<file path="config.mk">
export PLATFORM = sky130hd
export DESIGN_NAME = div32x16_unit
export DESIGN_NICKNAME = d
export VERILOG_FILES = /design/src/rtl/div_pkg.sv /design/src/rtl/div_operand_prep.sv /design/src/rtl/div_restore_core.sv /design/src/rtl/div_result_pack.sv /design/src/rtl/div32x16_unit.sv
export SDC_FILE = /design/constraint.sdc
export NUM_CORES = 1
export LEC_CHECK = 0
export BUFFER_PORTS_ARGS = -buffer_cell sky130_fd_sc_hd__buf_2
export CAP_MARGIN = 10
export CORE_ASPECT_RATIO = 1.4
export CORE_MARGIN = 5
export CORE_UTILIZATION = 64
export CTS_CLUSTER_SIZE = 12
export DETAILED_ROUTE_END_ITERATION = 16
export PLACE_DENSITY_LB_ADDON = 0.05
export SKIP_CTS_REPAIR_TIMING = 1
export SLEW_MARGIN = 30
export SYNTH_ARGS = -nofsm -noshare
export SYNTH_HDL_FRONTEND = slang
export SYNTH_HIERARCHICAL = 1
export SYNTH_SLANG_ARGS = --single-unit
</file>
<file path="constraint.sdc">
create_clock -name clk -period 8.2 [get_ports clk]
set_input_delay 1.64 -clock clk [delete_from_list [all_inputs] [get_ports clk]]
set_output_delay 1.64 -clock clk [all_outputs]
set_load 0.005 [all_outputs]
</file>
<file path="src/rtl/div_pkg.sv">
package div_pkg;

    localparam int DIV_DVD_W = 32;
    localparam int DIV_DSR_W = 16;

    typedef enum logic [1:0] {
        ST_IDLE  = 2'd0,
        ST_CHECK = 2'd1,
        ST_RUN   = 2'd2,
        ST_FIN   = 2'd3
    } div_state_e;

    typedef struct packed {
        logic n;
        logic z;
        logic v;
        logic c;
    } div_flags_t;

    // Flag image for a zero divisor
    function automatic div_flags_t zero_div_flags();
        div_flags_t f;
        f.n = 1'b0;
        f.z = 1'b1;
        f.v = 1'b0;
        f.c = 1'b0;
        return f;
    endfunction

    // Flag image for an overflow: N and Z carried over from the old value
    function automatic div_flags_t ovf_flags(input div_flags_t prev);
        div_flags_t f;
        f.n = prev.n;
        f.z = prev.z;
        f.v = 1'b1;
        f.c = 1'b0;
        return f;
    endfunction

endpackage

</file>
<file path="src/rtl/div_operand_prep.sv">
module div_operand_prep
    import div_pkg::*;
#(
    parameter int DW = DIV_DVD_W,
    parameter int SW = DIV_DSR_W
) (
    input  logic          sgn,
    input  logic [DW-1:0] dvd,
    input  logic [SW-1:0] dsr,
    output logic [DW-1:0] dvd_mag,
    output logic [SW-1:0] dsr_mag,
    output logic          dvd_neg,
    output logic          quo_neg,
    output logic          dsr_zero,
    output logic          early_ovf
);
    localparam int QW = DW - SW;

    logic dsr_neg;

    always_comb begin
        dvd_neg  = sgn & dvd[DW-1];
        dsr_neg  = sgn & dsr[SW-1];
        dvd_mag  = dvd_neg ? (~dvd + DW'(1)) : dvd;
        dsr_mag  = dsr_neg ? (~dsr + SW'(1)) : dsr;
        quo_neg  = dvd_neg ^ dsr_neg;
        dsr_zero = (dsr == '0);
        // Upper part of the magnitude already at or above the divisor:
        // the quotient magnitude is 2**QW or more.
        early_ovf = (dvd_mag[DW-1:QW] >= dsr_mag);
    end

endmodule

</file>
<file path="src/rtl/div_restore_core.sv">
module div_restore_core
    import div_pkg::*;
#(
    parameter int DW = DIV_DVD_W,
    parameter int SW = DIV_DSR_W
) (
    input  logic          clk,
    input  logic          rst,
    input  logic          load,
    input  logic          step,
    input  logic [DW-1:0] dvd_mag,
    input  logic [SW-1:0] dsr_mag,
    output logic [DW-SW-1:0] quo_mag,
    output logic [SW-1:0] rem_mag
);
    localparam int QW = DW - SW;

    logic [SW-1:0] part_q;
    logic [QW-1:0] shift_q;
    logic [SW-1:0] dsr_q;
    logic [SW:0]   trial;
    logic [SW:0]   diff;
    logic          fits;

    always_comb begin
        trial = {part_q, shift_q[QW-1]};
        diff  = trial - {1'b0, dsr_q};
        fits  = (trial >= {1'b0, dsr_q});
    end

    always_ff @(posedge clk) begin
        if (rst) begin
            part_q  <= '0;
            shift_q <= '0;
            dsr_q   <= '0;
        end else if (load) begin
            part_q  <= dvd_mag[DW-1:QW];
            shift_q <= dvd_mag[QW-1:0];
            dsr_q   <= dsr_mag;
        end else if (step) begin
            part_q  <= fits ? diff[SW-1:0] : trial[SW-1:0];
            shift_q <= {shift_q[QW-2:0], fits};
        end
    end

    assign quo_mag = shift_q;
    assign rem_mag = part_q;

endmodule

</file>
<file path="src/rtl/div_result_pack.sv">
module div_result_pack
    import div_pkg::*;
#(
    parameter int DW = DIV_DVD_W,
    parameter int SW = DIV_DSR_W
) (
    input  logic             sgn,
    input  logic             quo_neg,
    input  logic             rem_neg,
    input  logic [DW-SW-1:0] quo_mag,
    input  logic [SW-1:0]    rem_mag,
    output logic [DW-1:0]    packed_word,
    output logic             late_ovf,
    output logic             res_n,
    output logic             res_z
);
    localparam int QW = DW - SW;
    localparam logic [QW-1:0] NEG_LIMIT = {1'b1, {(QW-1){1'b0}}};

    logic [QW-1:0] quo_s;
    logic [SW-1:0] rem_s;

    always_comb begin
        quo_s = quo_neg ? (~quo_mag + QW'(1)) : quo_mag;
        rem_s = rem_neg ? (~rem_mag + SW'(1)) : rem_mag;
        if (sgn) begin
            late_ovf = quo_neg ? (quo_mag > NEG_LIMIT) : quo_mag[QW-1];
        end else begin
            late_ovf = 1'b0;
        end
        packed_word = {rem_s, quo_s};
        res_n       = quo_s[QW-1];
        res_z       = (quo_s == '0);
    end

endmodule

</file>
<file path="src/rtl/div32x16_unit.sv">
module div32x16_unit
    import div_pkg::*;
#(
    parameter int DW = DIV_DVD_W,
    parameter int SW = DIV_DSR_W
) (
    input  logic          clk,
    input  logic          rst,
    input  logic          start,
    input  logic          signed_mode,
    input  logic [DW-1:0] dividend,
    input  logic [SW-1:0] divisor,
    output logic          busy,
    output logic          done,
    output logic [DW-1:0] result,
    output logic          wr_en,
    output logic          flag_n,
    output logic          flag_z,
    output logic          flag_v,
    output logic          flag_c,
    output logic          div_zero
);
    localparam int QW    = DW - SW;
    localparam int CNT_W = (QW > 1) ? $clog2(QW) : 1;
    localparam logic [CNT_W-1:0] LAST_STEP = CNT_W'(QW - 1);

    div_state_e state_q;
    logic [DW-1:0] op_dvd_q;
    logic [SW-1:0] op_dsr_q;
    logic          op_sgn_q;
    logic [CNT_W-1:0] cnt_q;

    logic [DW-1:0] dvd_mag;
    logic [SW-1:0] dsr_mag;
    logic          dvd_neg;
    logic          quo_neg;
    logic          dsr_zero;
    logic          early_ovf;

    logic [QW-1:0] quo_mag;
    logic [SW-1:0] rem_mag;
    logic [DW-1:0] packed_word;
    logic          late_ovf;
    logic          res_n;
    logic          res_z;

    logic          core_load;
    logic          core_step;

    div_flags_t flags_q;
    logic [DW-1:0] result_q;
    logic done_q;
    logic wr_q;
    logic dz_q;

    div_operand_prep #(.DW(DW), .SW(SW)) u_prep (
        .sgn      (op_sgn_q),
        .dvd      (op_dvd_q),
        .dsr      (op_dsr_q),
        .dvd_mag  (dvd_mag),
        .dsr_mag  (dsr_mag),
        .dvd_neg  (dvd_neg),
        .quo_neg  (quo_neg),
        .dsr_zero (dsr_zero),
        .early_ovf(early_ovf)
    );

    assign core_load = (state_q == ST_CHECK) && !dsr_zero && !early_ovf;
    assign core_step = (state_q == ST_RUN);

    div_restore_core #(.DW(DW), .SW(SW)) u_core (
        .clk    (clk),
        .rst    (rst),
        .load   (core_load),
        .step   (core_step),
        .dvd_mag(dvd_mag),
        .dsr_mag(dsr_mag),
        .quo_mag(quo_mag),
        .rem_mag(rem_mag)
    );

    div_result_pack #(.DW(DW), .SW(SW)) u_pack (
        .sgn        (op_sgn_q),
        .quo_neg    (quo_neg),
        .rem_neg    (dvd_neg),
        .quo_mag    (quo_mag),
        .rem_mag    (rem_mag),
        .packed_word(packed_word),
        .late_ovf   (late_ovf),
        .res_n      (res_n),
        .res_z      (res_z)
    );

    always_ff @(posedge clk) begin
        if (rst) begin
            state_q  <= ST_IDLE;
            op_dvd_q <= '0;
            op_dsr_q <= '0;
            op_sgn_q <= 1'b0;
            cnt_q    <= '0;
            flags_q  <= '0;
            result_q <= '0;
            done_q   <= 1'b0;
            wr_q     <= 1'b0;
            dz_q     <= 1'b0;
        end else begin
            done_q <= 1'b0;
            wr_q   <= 1'b0;
            dz_q   <= 1'b0;
            unique case (state_q)
                ST_IDLE: begin
                    if (start) begin
                        op_dvd_q <= dividend;
                        op_dsr_q <= divisor;
                        op_sgn_q <= signed_mode;
                        state_q  <= ST_CHECK;
                    end
                end
                ST_CHECK: begin
                    if (dsr_zero) begin
                        flags_q <= zero_div_flags();
                        dz_q    <= 1'b1;
                        done_q  <= 1'b1;
                        state_q <= ST_IDLE;
                    end else if (early_ovf) begin
                        flags_q <= ovf_flags(flags_q);
                        done_q  <= 1'b1;
                        state_q <= ST_IDLE;
                    end else begin
                        cnt_q   <= '0;
                        state_q <= ST_RUN;
                    end
                end
                ST_RUN: begin
                    cnt_q <= cnt_q + CNT_W'(1);
                    if (cnt_q == LAST_STEP) begin
                        state_q <= ST_FIN;
                    end
                end
                ST_FIN: begin
                    if (late_ovf) begin
                        flags_q <= ovf_flags(flags_q);
                    end else begin
                        flags_q.n <= res_n;
                        flags_q.z <= res_z;
                        flags_q.v <= 1'b0;
                        flags_q.c <= 1'b0;
                        result_q  <= packed_word;
                        wr_q      <= 1'b1;
                    end
                    done_q  <= 1'b1;
                    state_q <= ST_IDLE;
                end
                default: state_q <= ST_IDLE;
            endcase
        end
    end

    assign busy     = (state_q != ST_IDLE);
    assign done     = done_q;
    assign wr_en    = wr_q;
    assign div_zero = dz_q;
    assign result   = result_q;
    assign flag_n   = flags_q.n;
    assign flag_z   = flags_q.z;
    assign flag_v   = flags_q.v;
    assign flag_c   = flags_q.c;

endmodule

</file>
==> key figures, run 1 <==
Run status
  • Status: complete, no violations

GRT
  • Global-route track usage on met1: 33.9%
  • Met3 usage in global routing: under 10%
  • GRT Overall Usage: a little over a quarter
  • Pin count of the biggest net entering global routing: 100
  • Global route overflow: 0
  • Number of global-route vias before repair: 7044
  • Met2 Resource Use GR: roughly 44%
  • GR peak layer: met2
  • First-pass GRT wire length: between 30000 and 40000 um
  • Antenna violations before repair: 0

Placed design
  • DP HPWL: 15700 um
  • Port bufs: 90
  • Final Wtd Congestion: 0.961
  • Placed cell count: 1322

Die
  • Starting density of the core: 64.8%
  • IO Pins: 92
  • Core ar.: 0.0133 mm^2
  • Die Y-Extent: 147 um
  • Row cnt: 50
  • Die width: 108 um
  • Die area: 0.0159 mm^2

Run
  • Number of max-cap violations: 0

Routing
  • Routed WL: 21400 um
  • WL/cell: around 16 um
  • Via count of the routed design: ~7800
  • DRT iter0 DRCs: between 500 and 600
  • DR vias/cell: roughly 5.8
  • DRT Pass-1 Iters: 5
  • ANT nets after route: 0
  • # DRC: 0

Clock tree
  • TritonCTS clock tree: built
  • Total CTS buffers: 17
  • Root Driver: clkbuf_16
  • Skew-Pair Late Insertion Delay: 0.42 ns
  • Htree depth: 4
  • Clk buf depth: 2
  • Clock transition at path regs: 0.06 ns
  • # clock sinks: around 140

Setup path
  • Crit path kind: reg2reg
  • Max incr delay on CP: 0.55 ns
  • Critical path launch point type: flip-flop
  • FF-to-FF path depth: 16
  • Crit-path slowest cell: or4b_4
  • R2R setup slack: between 3 and 4 ns
  • Critical path arrival: ~5.5 ns
  • Worst Path Max Fanout: 43
  • Reg2reg start: op_dvd_q[7]$_SDFFE_PP0P_
  • CP Cell Sequence: nor4_2 -> nand4_1 -> o41ai_1 -> xnor2_1 -> ha_1 -> and3_1 -> a221o_1 -> a2bb2oi_1 -> o211ai_1 -> or4b_4 -> inv_2 -> buf_4 -> nand2_1 -> o21ai_0 -> a21oi_1 -> a211oi_1
  • Reg2Reg Capture Point: u_core/rem_mag[12]$_SDFFE_PP0P_
  • CP endpoint kind: flip-flop
  • Worst path required time: roughly 8.5 ns

Synth
  • Synth Instances: between 1000 and 1500
  • Mapped Area: 0.00864 mm^2
  • Top cells by area, synth: dfxtp_1 33%, nand2_1 9.5%, a21oi_1 7.6%
  • Share of the synthesized area in the top cell type: 32.7%
  • Top_reg_cell synth: dfxtp_1
  • Seq/Total Area, Yosys: 32.7%
  • Post-synthesis net count: 1203
  • Syn_area_per_cell: 7.76 um^2
  • Yosys reg bits: 141
  • EDFF count, synth: 0
  • Ys Warns: 6
  • Post-synth top area cell: dfxtp_1
  • Fraction of registers with async set/reset: 0%
  • Synth cell types: 82

Power and ir drop
  • Peak VDD IR: 0.131 mV
  • Leak: 3.85 nW
  • Pwr dens: around 240 mW/mm^2

Layout
  • Multi-input combinational cell area: 0.00530 mm^2
  • Final #Nets: 1250
  • Layout cells sized above 1: around 14%
  • # fillers: between 1000 and 1500
  • Ant diodes: 0
  • Non-filler cells, final: between 1000 and 1500
  • Area Growth Syn to Fin: 10.9%
  • Register area: approximately 0.0028 mm^2

Worst hold path
  • Worst Min Path Start: result[29]$_SDFFE_PP0P_
  • Worst min-delay path class: reg2reg
  • Worst hold path endpoint: result[29]$_SDFFE_PP0P_
  • Worst Hold Depth: 2

STA
  • Worst slew pin tran: about 0.97 ns
  • Final Hold Viols: 0
  • RSZ-0062 raised after global routing: false
  • Setup Total Neg Slack: 0 ns
  • Max Clk Rate: 193 MHz
  • Skew final: 0.00939 ns
  • Slew HR: 35.3%
  • Min Tclk post-route: 5.18 ns
  • Fin. max-slew vios: 0
  • Final Cycle Share: 63.1%
  • # setup viols final: 0
layout make-up:
cell class	instances	share of cell area, %
Clock inverter	12	1.15
Tap cell	182	2.38
Multi-Input combinational cell	858	55.3
Sequential cell	141	29.5
Timing Repair Buffer	97	5.25
Inverter	45	1.76
Clock buffer	20	4.66
kinds of logic (layout without fill, tap and decap cells):
| logic type | count (synthesis) | in the layout | synth area share, % |
|---|---|---|---|
| and+or+nand+nor | 423 | 423 | 22.4 |
| AOI/OAI and AO/OA | 272 | 272 | 20.2 |
| DFF | 141 | 141 | 32.7 |
| buffers and inverters | 114 | 174 | 6.00 |
| xor gates and xnor gates | 92 | 92 | 9.33 |
| adders and majority gates | 38 | 38 | 5.59 |
| muxes | 32 | 32 | 3.71 |
| other | 1 | 1 | 0.0434 |
sequential cells by signal, summed over array words and instances (netlist names), named ones only:
name and cells:
op_sgn_q 1, done 1, wr_en 1, op_dvd_q 32, div_zero 1, state_q 1
flag_v 1, flag_n 1, flag_z 1, op_dsr_q 16, result 32, u_core/dsr_q 16
cnt_q 4, u_core/rem_mag 16, u_core/quo_mag 16
critical path: cells and delay by family, from the launching register on:
kind                     cells  cell delay (ns)
flip-flops                   1             0.37
AND/OR/NAND/NOR              5             1.79
XOR/XNOR                     1             0.21
buffers and inverters        2             0.93
AO/OA/AOI/OAI                7             1.50
adder cells (fa/ha/maj)      1             0.29
report_power, final:
group / leakage, nW / total, W / switching (W) / internal, W
clock network: 0.275 / 0.000733 / 0.000305 / 0.000427
logic: 2.43 / 0.000763 / 0.000475 / 0.000287
registers: 1.15 / 0.000793 / 0.0000682 / 0.000725
total: 3.85 / 0.00229 / 0.000849 / 0.00144
routing by layer:
layer / routed length, um / part of all wire, %
met4: 754 / 3.5
met1: 9360 / 44
met2: 10200 / 48
met3: 1090 / 5.1
met5: 0 / 0
worst max-delay path by stage:
stage,from,to,slack (ns)
5_1_grt,op_dvd_q[7]$_SDFFE_PP0P_,u_core/rem_mag[12]$_SDFFE_PP0P_,2.63
4_1_cts,op_sgn_q$_SDFFE_PP0P_,u_core/rem_mag[12]$_SDFFE_PP0P_,3.08
3_3_place_gp,op_sgn_q$_SDFFE_PP0P_,u_core/rem_mag[12]$_SDFFE_PP0P_,3.22
6_report,op_dvd_q[7]$_SDFFE_PP0P_,u_core/rem_mag[12]$_SDFFE_PP0P_,3.02
2_1_floorplan,op_dvd_q[7]$_SDFFE_PP0P_,u_core/dsr_q[0]$_SDFFE_PP0P_,3.99
3_5_place_dp,op_sgn_q$_SDFFE_PP0P_,u_core/rem_mag[12]$_SDFFE_PP0P_,3.11
cell usage in the layout, fill, tap and decap left out, drive strengths merged, types with 8 or more instances in the layout:
master | netlist | final
clkbuf | 30 | 20
a21oi | 134 | 134
o41ai | 11 | 11
and2 | 8 | 8
ha | 37 | 37
xor2 | 22 | 22
mux2i | 32 | 32
buf | 39 | 97
o32ai | 9 | 9
nand2b | 8 | 8
o31ai | 24 | 24
or3 | 11 | 11
dfxtp | 141 | 141
nand2 | 220 | 220
nor3 | 19 | 19
nand3 | 21 | 21
nand4 | 14 | 14
nor2 | 86 | 86
a21o | 9 | 9
xnor2 | 70 | 70
o21ai | 33 | 33
inv | 44 | 49
per-stage QoR:
stage	worst slack (ns)	hold WS [ns]	cell area, um^2	utilization, %	power (W)
2_1_floorplan	3.99	0.452	8640	-	0.00139
3_3_place_gp	3.22	0.439	9010	67.6	0.00153
3_5_place_dp	3.11	0.443	9010	67.6	0.00155
4_1_cts	3.08	0.451	9570	71.8	0.00228
5_1_grt	2.63	0.466	9580	71.9	0.00240
6_report	3.02	0.450	9580	71.9	0.00229
synth_stat cells (3+ instances only):
| cell type | instances |
|---|---|
| nand2_1 | 219 |
| dfxtp_1 | 141 |
| a21oi_1 | 132 |
| nor2_1 | 86 |
| xnor2_1 | 70 |
| inv_1 | 44 |
| ha_1 | 37 |
| mux2i_1 | 32 |
| o21ai_0 | 32 |
| clkbuf_1 | 29 |
| o31ai_1 | 23 |
| xor2_1 | 22 |
| nand3_1 | 21 |
| buf_2 | 20 |
| nor3_1 | 17 |
| nand4_1 | 14 |
| a21o_1 | 9 |
| o41ai_1 | 9 |
| and2_1 | 8 |
| a211oi_1 | 7 |
| buf_1 | 7 |
| buf_4 | 7 |
| nand2b_1 | 7 |
| o32ai_1 | 7 |
| or2_2 | 7 |
| or3_1 | 7 |
| a31oi_1 | 5 |
| buf_6 | 5 |
| nor4_1 | 5 |
| o21a_1 | 5 |
| a311oi_1 | 4 |
| o211ai_1 | 4 |
| and3_1 | 3 |
| nand3b_1 | 3 |
| o211a_1 | 3 |
| or4_4 | 3 |
Note: power is estimated with default switching activity, not from simulation.
==> run 2: changes to the inputs <==
--- a/config.mk
+++ b/config.mk
@@ -9,7 +9,7 @@
 export CAP_MARGIN = 10
 export CORE_ASPECT_RATIO = 1.4
 export CORE_MARGIN = 5
-export CORE_UTILIZATION = 64
+export CORE_UTILIZATION = 54
 export CTS_CLUSTER_SIZE = 12
 export DETAILED_ROUTE_END_ITERATION = 16
 export PLACE_DENSITY_LB_ADDON = 0.05
==> constraint.sdc (replaced) <==
create_clock -name clk -period 4.3 [get_ports clk]
set_input_delay 0.86 -clock clk [delete_from_list [all_inputs] [get_ports clk]]
set_output_delay 0.86 -clock clk [all_outputs]
set_load 0.005 [all_outputs]
==> key figures, run 2 (synthesis gave the netlist of run 1 again) <==
STA
  • Final Hold Viols: 0 (unchanged)
  • Skew final: 0.0175 ns (+0.00808 ns)
  • # setup viols final: 0 (unchanged)
  • Min Tclk post-route: 4.09 ns (-1.09 ns)
  • Max Clk Rate: 245 MHz (+27%)
  • RSZ-0062 raised after global routing: false
  • Fin. max-slew vios: 0 (unchanged)
  • Worst slew pin tran: 0.873 ns (-0.0974 ns)
  • Final Cycle Share: 95.1% (+32 points)
  • Setup Total Neg Slack: 0 ns (unchanged)
  • Slew HR: 41.6% (+6.3 points)

Routing
  • WL/cell: 16.2 um (+2.7%)
  • Routed WL: 22500 um (+5.4%)
  • DRT Pass-1 Iters: 5 (unchanged)
  • DRT iter0 DRCs: 512 (-6.9%)
  • # DRC: 0 (unchanged)
  • Via count of the routed design: 7866 (+0.61%)
  • DR vias/cell: 5.66 (-1.9%)
  • ANT nets after route: 0 (unchanged)

Power and ir drop
  • Leak: 4.01 nW (+4.1%)
  • Pwr dens: 475 mW/mm^2 (+99%)
  • Peak VDD IR: 0.302 mV (+130%)

Setup path
  • CP Cell Sequence: or3_1 -> or2_2 -> o31ai_2 -> xnor2_1 -> ha_1 -> a21o_1 -> a221o_1 -> a2bb2oi_1 -> o211ai_1 -> or4b_4 -> inv_4 -> buf_12 -> mux2i_1 -> nor2_1
  • Critical path arrival: 4.39 ns (-1.12 ns)
  • Worst path required time: 4.60 ns (-3.93 ns)
  • Crit path kind: reg2reg
  • Max incr delay on CP: 0.55 ns (about the same)
  • Crit-path slowest cell: or4b_4
  • Worst Path Max Fanout: 27 (-37%)
  • Critical path launch point type: flip-flop
  • CP endpoint kind: flip-flop

Run status
  • Status: complete, no violations

Die
  • Core ar.: 0.0157 mm^2 (+18%)
  • Die area: 0.0187 mm^2 (+17%)
  • Row cnt: 54 (+8.0%)
  • Starting density of the core: 55.1% (-9.7 points)
  • Die Y-Extent: 160 um (+8.3%)
  • Die width: 117 um (+8.0%)
  • IO Pins: 92 (unchanged)

Layout
  • # fillers: 1465 (+26%)
  • Area Growth Syn to Fin: 14.7%
  • Most common cell after layout, fill and taps aside: nand2_1
  • Commonest cells after routing, fill and taps aside: 219 x nand2_1, 141 x dfxtp_1, 132 x a21oi_1
  • Layout cells sized above 1: 15.8% (+1.8 points)
  • Multi-input combinational cell area: 0.00532 mm^2 (+0.52%)
  • Register area: 0.00282 mm^2 (unchanged)
  • Ant diodes: 0 (unchanged)
  • Fin area: 0.00991 mm^2 (+3.5%)
  • Final #Nets: 1271 (+1.7%)

Placed design
  • Final Wtd Congestion: 0.937 (-2.6%)
  • DP HPWL: 16700 um (+6.1%)
  • Port bufs: 90 (unchanged)
  • Post-Place Cell Area: 0.00921 mm^2 (+2.2%)

Clock tree
  • Htree depth: 4 (unchanged)
  • Skew-Pair Late Insertion Delay: 0.43 ns (about the same)
  • Clk buf depth: 2 (unchanged)
  • Root Driver: clkbuf_16
  • Clock transition at path regs: 0.06 ns (about the same)
  • Total CTS buffers: 17 (unchanged)
  • # clock sinks: 141 (unchanged)
  • TritonCTS clock tree: built

Run
  • Number of max-cap violations: 0 (unchanged)

GRT
  • Global route overflow: 0 (unchanged)
  • GRT Overall Usage: 24.3% (-2.2 points)
  • Pin count of the biggest net entering global routing: 67 (-33%)
  • Antenna violations before repair: 0 (unchanged)
  • First-pass GRT wire length: 36700 um (+7.6%)
  • Number of global-route vias before repair: 7507 (+6.6%)

Worst hold path
  • Worst min-delay path class: reg2reg
run 2: cell count changes in the layout (fill, tap and decap cells not counted), moves of 2 or more:
cell,change
buf_4,+20
bufinv_16,+4
clkbuf_1,-2
clkinv_2,-3
inv_2,-2
inv_8,+2
run 2: report_power, final:
group	internal, W	leakage [nW]	switching (W)
logic	0.000588	2.54	0.000942
clock network	0.00106	0.321	0.000611
registers	0.00138	1.15	0.000126
total	0.00303	4.01	0.00168
run 2: path summary, 6_finish.rpt:
check,start,end,slack (ns),depth (start not counted)
setup / recovery,op_dvd_q[18]$_SDFFE_PP0P_,u_core/dsr_q[3]$_SDFFE_PP0P_,0.21,14
hold / removal,result[6]$_SDFFE_PP0P_,result[6]$_SDFFE_PP0P_,0.45,2
setup reg to reg,op_dvd_q[18]$_SDFFE_PP0P_,u_core/dsr_q[3]$_SDFFE_PP0P_,0.21,14
hold reg to reg,result[6]$_SDFFE_PP0P_,result[6]$_SDFFE_PP0P_,0.45,2
run 2: cell type report:
cell class              count  share of cell area [%]
multi-input cells         858                    53.7
flip-flops and latches    141                    28.5
repair buffers            118                    6.86
clock buffers              18                    4.43
well taps                 196                    2.47
clock inverters            14                    2.30
inverters                  45                    1.73
run 2: worst max-delay path, delay by kind of cell, from the launching register on:
family,cells,cell delay (ns)
AOI/OAI and AO/OA,5,1.15
buffers and inverters,2,0.40
adders and majority gates,1,0.28
xor gates and xnor gates,1,0.19
muxes,1,0.22
DFF,1,0.36
and+or+nand+nor,4,1.34
run 2: routing by layer:
layer  vias up  share of wire [%]  GRT usage (%)
met5         -                  0              0
met4         0                3.0           9.65
met3        49                5.4           4.39
met2       228                 48           39.3
met1      3592                 44           31.7
li1       3997                  -              -
run 2: per-stage QoR:
step | utilization [%] | total power, W | hold slack (ns) | setup slack (ns) | instances
after global routing | 63.2 | 0.00494 | 0.462 | 0.0248 | 1390
final | 63.2 | 0.00471 | 0.449 | 0.212 | 1390
after detailed placement | 58.7 | 0.00303 | 0.443 | 0.0255 | 1358
after CTS | 63.0 | 0.00470 | 0.452 | 0.0467 | 1390
after global placement | 58.7 | 0.00302 | 0.440 | 0.184 | 1358
after floorplan | - | 0.00265 | 0.452 | 0.0941 | 1113
